[src/rtl/gpio8_pkg.sv]
package gpio8_pkg;
  localparam int unsigned PINS   = 8;
  localparam int unsigned ADDR_W = 12;
  localparam int unsigned IDX_W  = ADDR_W - 2;

  // word indices (byte address >> 2)
  localparam logic [IDX_W-1:0] IDX_DIR   = 10'h100;
  localparam logic [IDX_W-1:0] IDX_LEVEL = 10'h101;
  localparam logic [IDX_W-1:0] IDX_ANY   = 10'h102;
  localparam logic [IDX_W-1:0] IDX_POL   = 10'h103;
  localparam logic [IDX_W-1:0] IDX_EN    = 10'h104;
  localparam logic [IDX_W-1:0] IDX_RAW   = 10'h105;
  localparam logic [IDX_W-1:0] IDX_MSK   = 10'h106;
  localparam logic [IDX_W-1:0] IDX_CLR   = 10'h107;
  localparam logic [IDX_W-1:0] IDX_SPARE = 10'h108;

  typedef struct packed {
    logic [PINS-1:0] level;
    logic [PINS-1:0] any_edge;
    logic [PINS-1:0] pol;
  } trig_cfg_t;
endpackage

[src/rtl/gpio8_sync.sv]
module gpio8_sync #(
  parameter int unsigned WIDTH  = 8,
  parameter int unsigned STAGES = 2
) (
  input  logic             clk_i,
  input  logic             rst_ni,
  input  logic [WIDTH-1:0] d_i,
  output logic [WIDTH-1:0] q_o
);
  logic [WIDTH-1:0] stage_q [STAGES];

  always_ff @(posedge clk_i or negedge rst_ni) begin
    if (!rst_ni) stage_q[0] <= '0;
    else         stage_q[0] <= d_i;
  end

  for (genvar s = 1; s < STAGES; s++) begin : g_stage
    always_ff @(posedge clk_i or negedge rst_ni) begin
      if (!rst_ni) stage_q[s] <= '0;
      else         stage_q[s] <= stage_q[s-1];
    end
  end

  assign q_o = stage_q[STAGES-1];
endmodule

[src/rtl/gpio8_irq_cell.sv]
module gpio8_irq_cell (
  input  logic clk_i,
  input  logic rst_ni,
  input  logic s_i,
  input  logic level_i,
  input  logic any_i,
  input  logic pol_i,
  input  logic clr_i,
  output logic raw_o
);
  logic prev_q, edge_q;
  logic rise, fall, hit;

  assign rise = s_i & ~prev_q;
  assign fall = ~s_i & prev_q;
  assign hit  = any_i ? (rise | fall) : (pol_i ? rise : fall);

  always_ff @(posedge clk_i or negedge rst_ni) begin
    if (!rst_ni) begin
      prev_q <= 1'b0;
      edge_q <= 1'b0;
    end else begin
      prev_q <= s_i;
      // a new edge wins over a simultaneous clear
      if (!level_i && hit) edge_q <= 1'b1;
      else if (clr_i)      edge_q <= 1'b0;
    end
  end

  assign raw_o = level_i ? ~(s_i ^ pol_i) : edge_q;

  p_edge_sticky_r10: assert property (@(posedge clk_i) disable iff (!rst_ni)
    edge_q && !clr_i |=> edge_q);

  p_edge_needs_change_r5: assert property (@(posedge clk_i) disable iff (!rst_ni)
    $rose(edge_q) |-> $past(s_i != prev_q));
endmodule

[src/rtl/gpio8_regs.sv]
module gpio8_regs
  import gpio8_pkg::*;
(
  input  logic              clk_i,
  input  logic              rst_ni,
  input  logic              psel_i,
  input  logic              penable_i,
  input  logic              pwrite_i,
  input  logic [ADDR_W-1:0] paddr_i,
  input  logic [PINS-1:0]   pwdata_i,
  output logic [PINS-1:0]   prdata_o,
  input  logic [PINS-1:0]   sync_i,
  input  logic [PINS-1:0]   raw_i,
  output logic [PINS-1:0]   dir_o,
  output logic [PINS-1:0]   out_o,
  output trig_cfg_t         cfg_o,
  output logic [PINS-1:0]   en_o,
  output logic [PINS-1:0]   clr_o
);
  localparam int unsigned MSB_SEL = PINS + 2;

  logic [PINS-1:0]  dir_q, out_q, level_q, any_q, pol_q, en_q, spare_q;
  logic [IDX_W-1:0] idx;
  logic [PINS-1:0]  amask, pin_val, rd_mux;
  logic             in_data, wr, rd;

  assign idx     = paddr_i[ADDR_W-1:2];
  assign amask   = paddr_i[PINS+1:2];
  assign in_data = (paddr_i[ADDR_W-1:MSB_SEL] == '0);
  assign wr      = psel_i & penable_i & pwrite_i;
  assign rd      = psel_i & ~pwrite_i;

  always_ff @(posedge clk_i or negedge rst_ni) begin
    if (!rst_ni) begin
      dir_q   <= '0;
      out_q   <= '0;
      level_q <= '0;
      any_q   <= '0;
      pol_q   <= '0;
      en_q    <= '0;
      spare_q <= '0;
    end else if (wr) begin
      if (in_data) out_q <= (out_q & ~amask) | (pwdata_i & amask);
      else begin
        unique case (idx)
          IDX_DIR:   dir_q   <= pwdata_i;
          IDX_LEVEL: level_q <= pwdata_i;
          IDX_ANY:   any_q   <= pwdata_i;
          IDX_POL:   pol_q   <= pwdata_i;
          IDX_EN:    en_q    <= pwdata_i;
          IDX_SPARE: spare_q <= pwdata_i;
          default: ;
        endcase
      end
    end
  end

  assign clr_o = (wr && !in_data && idx == IDX_CLR) ? pwdata_i : '0;

  // outputs read back what they drive, inputs the synchronised pad
  assign pin_val = (dir_q & out_q) | (~dir_q & sync_i);

  always_comb begin
    rd_mux = '0;
    if (in_data) rd_mux = pin_val & amask;
    else begin
      unique case (idx)
        IDX_DIR:   rd_mux = dir_q;
        IDX_LEVEL: rd_mux = level_q;
        IDX_ANY:   rd_mux = any_q;
        IDX_POL:   rd_mux = pol_q;
        IDX_EN:    rd_mux = en_q;
        IDX_RAW:   rd_mux = raw_i;
        IDX_MSK:   rd_mux = raw_i & en_q;
        IDX_SPARE: rd_mux = spare_q;
        default:   rd_mux = '0;
      endcase
    end
  end

  assign prdata_o       = rd ? rd_mux : '0;
  assign dir_o          = dir_q;
  assign out_o          = out_q;
  assign en_o           = en_q;
  assign cfg_o.level    = level_q;
  assign cfg_o.any_edge = any_q;
  assign cfg_o.pol      = pol_q;

  p_data_wr_mask_r3: assert property (@(posedge clk_i) disable iff (!rst_ni)
    (wr && in_data) |=> (((out_q ^ $past(out_q)) & ~$past(amask)) == '0));

  p_data_rd_mask_r2: assert property (@(posedge clk_i) disable iff (!rst_ni)
    (rd && in_data) |-> ((prdata_o & ~amask) == '0));
endmodule

[src/rtl/gpio8_ctrl.sv]
module gpio8_ctrl
  import gpio8_pkg::*;
(
  input  logic              clk_i,
  input  logic              rst_ni,
  input  logic              psel_i,
  input  logic              penable_i,
  input  logic              pwrite_i,
  input  logic [ADDR_W-1:0] paddr_i,
  input  logic [PINS-1:0]   pwdata_i,
  output logic [PINS-1:0]   prdata_o,
  input  logic [PINS-1:0]   pin_i,
  output logic [PINS-1:0]   pin_o,
  output logic [PINS-1:0]   pin_oe_o,
  output logic              irq_o
);
  logic [PINS-1:0] sync_v, raw_v, dir_v, out_v, en_v, clr_v;
  trig_cfg_t       cfg;

  gpio8_sync #(.WIDTH(PINS), .STAGES(2)) u_sync (
    .clk_i (clk_i),
    .rst_ni(rst_ni),
    .d_i   (pin_i),
    .q_o   (sync_v)
  );

  gpio8_regs u_regs (
    .clk_i    (clk_i),
    .rst_ni   (rst_ni),
    .psel_i   (psel_i),
    .penable_i(penable_i),
    .pwrite_i (pwrite_i),
    .paddr_i  (paddr_i),
    .pwdata_i (pwdata_i),
    .prdata_o (prdata_o),
    .sync_i   (sync_v),
    .raw_i    (raw_v),
    .dir_o    (dir_v),
    .out_o    (out_v),
    .cfg_o    (cfg),
    .en_o     (en_v),
    .clr_o    (clr_v)
  );

  for (genvar n = 0; n < PINS; n++) begin : g_cell
    gpio8_irq_cell u_cell (
      .clk_i  (clk_i),
      .rst_ni (rst_ni),
      .s_i    (sync_v[n]),
      .level_i(cfg.level[n]),
      .any_i  (cfg.any_edge[n]),
      .pol_i  (cfg.pol[n]),
      .clr_i  (clr_v[n]),
      .raw_o  (raw_v[n])
    );
  end

  assign pin_o    = out_v;
  assign pin_oe_o = dir_v;
  assign irq_o    = |(raw_v & en_v);

  p_irq_needs_mask_r9: assert property (@(posedge clk_i) disable iff (!rst_ni)
    (en_v == '0) |-> !irq_o);

  p_oe_only_by_write_r4: assert property (@(posedge clk_i) disable iff (!rst_ni)
    !(psel_i && penable_i && pwrite_i) |=> $stable(pin_oe_o));
endmodule

[config.mk]
export PLATFORM = sky130hd
export DESIGN_NAME = gpio8_ctrl
export DESIGN_NICKNAME = d
export VERILOG_FILES = /design/src/rtl/gpio8_pkg.sv /design/src/rtl/gpio8_sync.sv /design/src/rtl/gpio8_irq_cell.sv /design/src/rtl/gpio8_regs.sv /design/src/rtl/gpio8_ctrl.sv
export SDC_FILE = /design/constraint.sdc
export NUM_CORES = 1
export LEC_CHECK = 0
export BUFFER_PORTS_ARGS = -buffer_cell sky130_fd_sc_hd__buf_4
export CORE_UTILIZATION = 43
export CTS_BUF_LIST = sky130_fd_sc_hd__clkbuf_8
export CTS_CLUSTER_SIZE = 30
export DETAILED_ROUTE_END_ITERATION = 10
export GPL_TIMING_DRIVEN = 0
export PLACE_DENSITY = 0.75
export SLEW_MARGIN = 25
export SYNTH_ARGS = -nofsm -noshare
export SYNTH_HDL_FRONTEND = slang
export SYNTH_HIERARCHICAL = 1
export SYNTH_SLANG_ARGS = --single-unit
[constraint.sdc]
create_clock -name clk_i -period 1.5 [get_ports clk_i]
set_input_delay 0.075 -clock clk_i [delete_from_list [all_inputs] [get_ports clk_i]]
set_output_delay 0.075 -clock clk_i [all_outputs]
set_load 0.1 [all_outputs]
==> results.md, run 1 <==
- Final critical-path required period: 2330 ps
- Top cells by area, synth: dfrtp_1 48%, mux2_2 15%, ha_1 4.4%
- Root Buffer: clkbuf_8
- Antenna violations before repair: 0
- Cell area after layout: 0.00623 mm²
- Worst clock skew: 10.2 ps
- Slowest cell delay on critical path: 420 ps
- VDD IR max: 0.460 mV
- DRT iter0 DRCs: 301
- Total GRT Usage: 0.231
- Predominant post-synthesis flop cell: dfrtp_1
- Gp weighted congestion: 0.874
- Chip height: 105 µm
- Final #Nets: 533
- Syn. warnings: 6
- Clock tree from TritonCTS: built
- PwrDens: 860 mW/mm²
- Number of I/O port buffers: 53
- Fmax: 0.429 GHz
- Hold Path Depth: 2
- R2r worst-path depth: 5
- Syn-to-layout area delta: 35.8%
- CORE AREA: 0.0103 mm²
- DIE AREA: 0.0111 mm²
- Post-route clock period utilization: 1.55
- Status: complete, but fails checks
- Post-synth cell types: 44
- Max Cap Viol: 0
- HP Class: primary input to register
- Drt drc: 0
- Worst hold margin: 7.88 ps
- Clk sinks: 88
- DR vias/cell: 5.60
- Flops & latches, synth: 88
- Crit Path Max Fanout: 3
- Largest net degree at the start of global routing: 89
- Crit path DAT: 2260 ps
- Post-route ant nets: 0
- Max Slew Vio Count: 0
- Fraction of layout instances using a drive strength above 1: 0.497
- Longest Clk Path Bufs: 2
- CP Cell Sequence: xnor2_2, nand2_1, o21ai_2, a31oi_1, a221o_1, a311oi_4, buf_12
- Crit path launch type: register
- Layout fillers: 818
- Unrepaired setup endpoints after global routing: true
- Routed len/inst: 19.0 µm
- Fin worst setup slack: -832 ps
- Post-Route WL: 11.9 mm
- Syn_area_per_cell: 11.8 µm²
- Most frequent cells after synthesis: 88 x dfrtp_1, 63 x mux2_2, 25 x inv_1, 23 x nand2_1
- CP max-delay cell: dfrtp_1
- Vias: 3497
- CP Capture Type: output pin
- Initial DRT Pass Iterations: 4
- Max_slew headroom: 0.454
- CP required: 1420 ps
- Worst-margin pin slew: 818 ps
- CTS Buf Count: 9
- Final setup viols: 12
- H-tree level count: 3
- Multi-input logic area: 0.00255 mm²
- FP Rows: 37
- Async S/R FF share, synth: 1.00
- Cells after synthesis: 388
- Most frequent cell after synthesis: dfrtp_1
- Static Leak: 2.81 nW
- Number of global-route vias before repair: 3631
- Seq/Total Area, Yosys: 0.480
- Dpl hpwl: 7.63 mm
- Die Span X: 105 µm
- Area leader, netlist: dfrtp_1
- Critical path type: register to output pin
- Reg clk slew, reported paths: 90 ps
- Netlist Area Pre-Place: 0.00459 mm²
- Total congestion overflow: 0
- Starting density of the core: 0.445
- Final Hold Viols: 0
- EDFF count, synth: 0
- Failing checks: setup timing
- Antenna fix cells: 0
- Storage cell area: 0.00223 mm²
- First-pass GRT wire length: 19.4 mm
- Post-DP Area: 0.00547 mm²
- Top-area cell type share of the netlist area: 0.480
- Syn nets: 437
- Clk_lat worst skew: 370 ps
- I/O pin cnt: 58
[area by class of cell]
type | instances | share of cell area
buffer | 14 | 0.0126
clock buffer | 11 | 0.0243
clock inverter | 5 | 0.0128
inverter | 25 | 0.0151
multi-input combinational | 253 | 0.409
sequential | 88 | 0.358
tap | 136 | 0.0273
timing repair buffer | 93 | 0.140
[metal layers]
layer	track usage	share of wire	up-vias
li1	-	-	1591
met4	0.0936	0.015	0
met3	0.0507	0.067	15
met5	0	0	-
met2	0.377	0.51	131
met1	0.298	0.41	1760
[state kept, by name (all words and copies together), names as in the netlist, named ones only]
register and cells:
u_regs/dir_o 8, g_cell.u_cell/edge_q 8, u_regs/any_q 8, u_regs/spare_q 8, u_sync/q_o 8, u_sync/stage_q 8
u_regs/pol_q 8, u_regs/en_o 8, u_regs/level_q 8, g_cell.u_cell/prev_q 8
[repair_timing]
action                                  4_1_cts  5_1_grt
gates resized for setup                      54       12
buffers inserted                             25        2
pin swaps                                    32       13
hold buffers                                 13        0
endpoints found under the hold margin       108        0
endpoints found under the setup margin       73       49
[path summary, 6_finish.rpt]
kind,endpoint,startpoint,slack [ps]
min in group asynchronous,u_sync/q_o[7],rst_ni,330
setup / recovery,prdata_o[0],u_regs/pol_q[0],-830
max in group asynchronous,asynchronous set/reset pin,rst_ni,550
hold reg to reg,u_sync/q_o[7],u_sync/stage_q[15],350
hold / removal,u_regs/dir_o[1],pwdata_i[1],8
setup reg to reg,g_cell[1].u_cell/edge_q,u_sync/q_o[1],110
[cells by family after synthesis]
logic type,share of synthesized area
DFF,0.480
muxes,0.216
and+or+nand+nor,0.103
AOI/OAI and AO/OA,0.0959
buffers and inverters,0.0471
adders and majority gates,0.0436
xor gates and xnor gates,0.0153
[worst max-delay path, delay by kind of cell, from the launching register on]
kind	cells	cell delay, ps
and+or+nand+nor	1	80
buffers and inverters	1	220
xor gates and xnor gates	1	160
DFF	1	420
AOI/OAI and AO/OA	4	1010
[placed cells by master, fill, tap and decap left out, types with 4 or more instances in the layout]
cell type and n:
nor2b_1 6, clkbuf_1 5, mux2_2 46, buf_4 65
nand3b_1 5, buf_12 9, buf_6 5, and2_1 8
xnor2_2 7, dlygate4sd3_1 13, inv_1 26, a31oi_1 6
mux2_1 8, a311oi_4 6, dfrtp_2 23, mux4_2 8
nand3_1 4, a21oi_1 15, buf_2 5, ha_1 16
clkbuf_8 11, mux2_4 17, nand2b_1 6, o21ai_2 8
dfrtp_1 64, nand2_1 23, o21ai_1 21
[metrics by stage]
stage	utilization	cells	power (W)	setup TNS, ps	setup slack (ps)
final	0.604	625	0.00536	-6030	-832
after global routing	0.604	625	0.00556	-7540	-878
after CTS	0.599	624	0.00539	-5890	-793
after detailed placement	0.530	577	0.00347	-43220	-1010
after global placement	0.529	577	0.00345	-41760	-1010
after floorplan	-	388	0.00317	-18700	-773
[report_power, final]
part           total [W]  leakage (nW)  switching (W)  internal [W]
combinational   0.000965          1.60       0.000662      0.000303
sequential       0.00252          1.09      0.0000602       0.00246
clock            0.00188         0.117       0.000850       0.00103
total            0.00536          2.81        0.00157       0.00379
Power figures use the tool's default switching activity.
==> inputs of run 2 (changes only) <==
BUFFER_PORTS_ARGS = -buffer_cell sky130_fd_sc_hd__buf_2   (was -buffer_cell sky130_fd_sc_hd__buf_4)
CORE_UTILIZATION = 54   (was 43)
PLACE_DENSITY = 0.88   (was 0.75)
==> results.md, run 2 (same netlist as run 1, synthesis figures left out) <==
- Max Cap Viol: 0
- Drt drc: 0
- Max_slew headroom: 0.444
- R2R Path End: g_cell[1].u_cell/edge_q
- Initial DRT Pass Iterations: 6
- Chip height: 94.2 µm
- Hold Path Origin: paddr_i[8]
- CTS Buf Count: 9
- Worst hold margin: 52.1 ps
- Antenna fix cells: 0
- DIE AREA: 0.00888 mm²
- Post-Route WL: 14.4 mm
- Met1 WL: 5.14 mm
- Metal2 WL: 6.82 mm
- Cell area after layout: 0.00631 mm²
- Final Hold Viols: 0
- Worst clock skew: 6.62 ps
- Status: complete, but fails checks
- Hold Path Depth: 3
- Failing checks: setup timing
- R2R Setup Slk: -10 ps
- Clk_lat worst skew: 370 ps
- Critical path type: register to output pin
- CP Capture Type: output pin
- Number of global-route vias before repair: 3848
- Pre-CTS setup slack: -1120 ps
- Crit path launch type: register
- Most common cell after layout, fill and taps aside: dfrtp_1
- Vias: 3896
- DR vias/cell: 6.49
- HP Class: primary input to register
- Starting density of the core: 0.559
- Crit Path Max Fanout: 3
- Fraction of layout instances using a drive strength above 1: 0.554
- Commonest cells after routing, fill and taps aside: 63 x dfrtp_1, 46 x buf_2, 43 x mux2_2
- Multi-input logic area: 0.00268 mm²
- R2r worst-path depth: 5
- Dpl hpwl: 7.78 mm
- Tot Pwr: 0.00555 W
- Reg clk slew, reported paths: 90 ps
- DRT iter0 DRCs: 456
- Static Leak: 2.88 nW
- Crit path DAT: 2270 ps
- Final #Nets: 539
- Clock tree from TritonCTS: built
- Total congestion overflow: 0
- CP required: 1420 ps
- I/O pin cnt: 58
- Unrepaired setup endpoints after global routing: true
- Clk sinks: 88
- Final setup viols: 65
- Syn-to-layout area delta: 37.4%
- Storage cell area: 0.00224 mm²
- CORE AREA: 0.00822 mm²
- PwrDens: 880 mW/mm²
- Final critical-path required period: 2350 ps
- Largest net degree at the start of global routing: 62
- VDD IR max: 0.519 mV
- Number of I/O port buffers: 53
- Max Used Layer: met4
- Gp weighted congestion: 0.878
- Routed len/inst: 23.9 µm
- Post-route clock period utilization: 1.56
- FP Rows: 33
- Root Buffer: clkbuf_8
- Max Slew Vio Count: 0
- Antenna violations before repair: 0
- Post-route ant nets: 0
- Die Span X: 94.2 µm
- Fmax: 0.426 GHz
- Fin worst setup slack: -847 ps
- H-tree level count: 3
- Total GRT Usage: 0.308
- First-pass GRT wire length: 20.0 mm
- Post-DP Area: 0.00533 mm²
- Layout fillers: 448
- R2r startpoint: u_sync/q_o[1]
- Routed wl met3: 1.44 mm
- Worst-margin pin slew: 835 ps
- Longest Clk Path Bufs: 2
- Finished Core Util: 0.768
## run 2: cell type report
cell class	count	share of cell area
plain buffers	14	0.0125
clock buffers	11	0.0240
clock inverters	5	0.0163
inverters	25	0.0149
multi-input cells	253	0.424
flip-flops and latches	88	0.354
well taps	105	0.0208
repair buffers	99	0.133
## run 2: stage by stage
step,TNS (ps),instances
2_1_floorplan,-18700,388
3_3_place_gp,-78150,546
3_5_place_dp,-42310,547
5_1_grt,-28870,600
4_1_cts,-6010,586
6_report,-28270,600
## run 2: critical path, stage by stage, from the launching register on
cell and delay [ps]:
dfrtp_2 440, xnor2_2 170, nand2_1 140, o21ai_4 120
nand3b_1 150, o21ai_2 120, a32oi_2 140, a311oi_4 390
buf_12 220
## run 2: metal layers
metal	up-vias	GRT usage
li1	1601	-
met1	1900	0.380
met2	290	0.505
met3	105	0.0655
met4	0	0.160
met5	-	0.00641
## run 2: repair_timing
action	CTS	global route
endpoints found under the setup margin	73	67
endpoints found under the hold margin	96	0
hold buffers	9	0
resized for setup	67	43
pin swaps	36	24
setup buffers	22	16
## run 2: worst max path at each step
stage	from	depth (start not counted)	endpoint	slack, ps
floorplan	paddr_i[11]	4	prdata_o[0]	-770
finish	u_sync/q_o[3]	8	prdata_o[3]	-850
global route	u_regs/pol_q[0]	7	prdata_o[0]	-890
CTS	u_regs/pol_q[7]	7	prdata_o[7]	-780
detailed placement	paddr_i[11]	6	prdata_o[2]	-1120
global placement	paddr_i[11]	6	prdata_o[3]	-1070
## run 2: power breakdown
| part | switching, W | internal, W |
|---|---|---|
| registers | 0.0000612 | 0.00246 |
| clock network | 0.000859 | 0.00119 |
| logic | 0.000697 | 0.000277 |
==> inputs of run 3 (changes only) <==
CELL_PAD_IN_SITES_DETAIL_PLACEMENT = 1   (was default)
CELL_PAD_IN_SITES_GLOBAL_PLACEMENT = 1   (was default)
CORE_UTILIZATION = 44   (was 54)
PLACE_DENSITY = 0.89   (was 0.88)
SLEW_MARGIN = 40   (was 25)
==> results.md, run 3 (same netlist as run 1, synthesis figures left out) <==
- CP required: 1420 ps
- Number of global-route vias before repair: 4260
- Reg power frac: 0.501
- DRT iter0 DRCs: 345
- Logic pwr share: 0.196
- Fin worst setup slack: -887 ps
- HP Class: primary input to register
- Fmax: 0.419 GHz
- Post-Route WL: 16.7 mm
- Multi-input logic area: 0.00262 mm²
- Worst clock skew: 11.7 ps
- Commonest cells after routing, fill and taps aside: 59 x dfrtp_1, 46 x mux2_2, 45 x buf_2
- Crit path DAT: 2310 ps
- Setup TNS: -9650 ps
- Crit Path Max Fanout: 10
- FP Rows: 36
- Dpl hpwl: 9.09 mm
- Drt drc: 0
- Final #Nets: 533
- Layout fillers: 994
- Clock share of power: 0.303
- Failing checks: setup timing
- Antenna fix cells: 0
- Fraction of layout instances using a drive strength above 1: 0.538
- Post-route clock period utilization: 1.59
- Max Slew Vio Count: 0
- Final setup viols: 49
- Gp weighted congestion: 0.856
- Post-route ant nets: 0
- Critical path type: primary input to output pin
- Switching portion of total power: 0.332
- Initial DRT Pass Iterations: 5
- CORE AREA: 0.00995 mm²
- Storage cell area: 0.00224 mm²
- Crit path launch type: primary input
- Longest Clk Path Bufs: 2
- Total GRT Usage: 0.306
- Max Cap Viol: 0
- Total congestion overflow: 0
- Tot Pwr: 0.00504 W
- DIE AREA: 0.0108 mm²
- DR vias/cell: 6.27
- H-tree level count: 3
- I/O pin cnt: 58
- Static Leak: 2.79 nW
- Root Buffer: clkbuf_8
- VDD IR max: 0.544 mV
- Worst-margin pin slew: 879 ps
- Clk sinks: 88
- Largest net degree at the start of global routing: 58
- CP Capture Type: output pin
- Final critical-path required period: 2390 ps
- Clk_lat worst skew: 380 ps
- PwrDens: 817 mW/mm²
- Starting density of the core: 0.461
- Vias: 3899
- Die Span X: 104 µm
- Finished Core Util: 0.620
- Internal: 0.00337 W
- Final Hold Viols: 0
- Status: complete, but fails checks
- Unrepaired setup endpoints after global routing: true
- CTS Buf Count: 9
- Max_slew headroom: 0.414
- Antenna violations before repair: 0
- Switch Pwr: 0.00168 W
- Number of I/O port buffers: 53
- Routed len/inst: 26.9 µm
- First-pass GRT wire length: 24.8 mm
- Syn-to-layout area delta: 34.4%
- Chip height: 104 µm
- Reg clk slew, reported paths: 90 ps
- Most common cell after layout, fill and taps aside: dfrtp_1
- Clock tree from TritonCTS: built
- R2R Setup Slk: -100 ps
## run 3: cell count changes in the layout (fill, tap and decap cells not counted), sizes merged
cell / previous run / this run
buf: 98 / 91
bufinv: 3 / 0
clkinv: 1 / 4
clkinvlp: 1 / 2
## run 3: critical path, stage by stage
cell      delay [ps]
buf_2            270
nor2b_1          410
clkbuf_4         380
a31oi_1          140
a221o_1          420
a311oi_4         370
buf_12           220
## run 3: cell type report
cell class,count,area share
tap,133,0.0270
clock buffer,10,0.0223
timing repair buffer,93,0.129
buffer,14,0.0140
sequential,88,0.363
inverter,25,0.0152
multi-input combinational,253,0.424
clock inverter,6,0.00568
## run 3: path summary, 6_finish.rpt
path / startpoint / to / depth (start not counted)
max in group asynchronous: rst_ni / u_regs/dir_o[6] / 3
max reg2reg: u_sync/q_o[6] / g_cell[6].u_cell/edge_q / 6
min reg2reg: u_sync/stage_q[15] / u_sync/q_o[7] / 0
min: paddr_i[7] / register / 3
max: paddr_i[4] / prdata_o[7] / 7
min in group asynchronous: rst_ni / u_sync/stage_q[12] / 2
## run 3: per-layer routing
metal,part of all wire,vias up,wire length [µm],global-route usage
li1,-,1579,-,-
met1,0.40,2024,6690,0.388
met2,0.50,225,8300,0.496
met3,0.055,71,927,0.0439
met4,0.048,0,800,0.190
met5,0,-,0,0
## run 3: power by group through the flow
| stage | Combinational [W] | Sequential [W] | Clock [W] |
|---|---|---|---|
| after floorplan | 0.000306 | 0.00286 | 0 |
| after global placement | 0.000854 | 0.00255 | 0 |
| after detailed placement | 0.000890 | 0.00255 | 0 |
| after CTS | 0.000945 | 0.00252 | 0.00155 |
| after global routing | 0.00103 | 0.00254 | 0.00164 |
| final | 0.000988 | 0.00253 | 0.00153 |
## run 3: timing repair
item	4_1_cts	5_1_grt
setup endpoints to repair	65	57
buffers inserted	24	6
gates resized for setup	77	18
hold endpoints to repair	96	0
pin swaps	33	11
hold buffers	9	0
## run 3: stage by stage
| stage | std cells | hold slack (ps) | setup slack [ps] | area (µm²) |
|---|---|---|---|---|
| 2_1_floorplan | 388 | -221 | -773 | 4890 |
| 3_3_place_gp | 574 | 183 | -1120 | 5330 |
| 3_5_place_dp | 575 | -14.7 | -930 | 5370 |
| 4_1_cts | 616 | 21.6 | -838 | 6040 |
| 5_1_grt | 622 | 35.9 | -947 | 6170 |
| 6_report | 622 | 30.1 | -887 | 6170 |
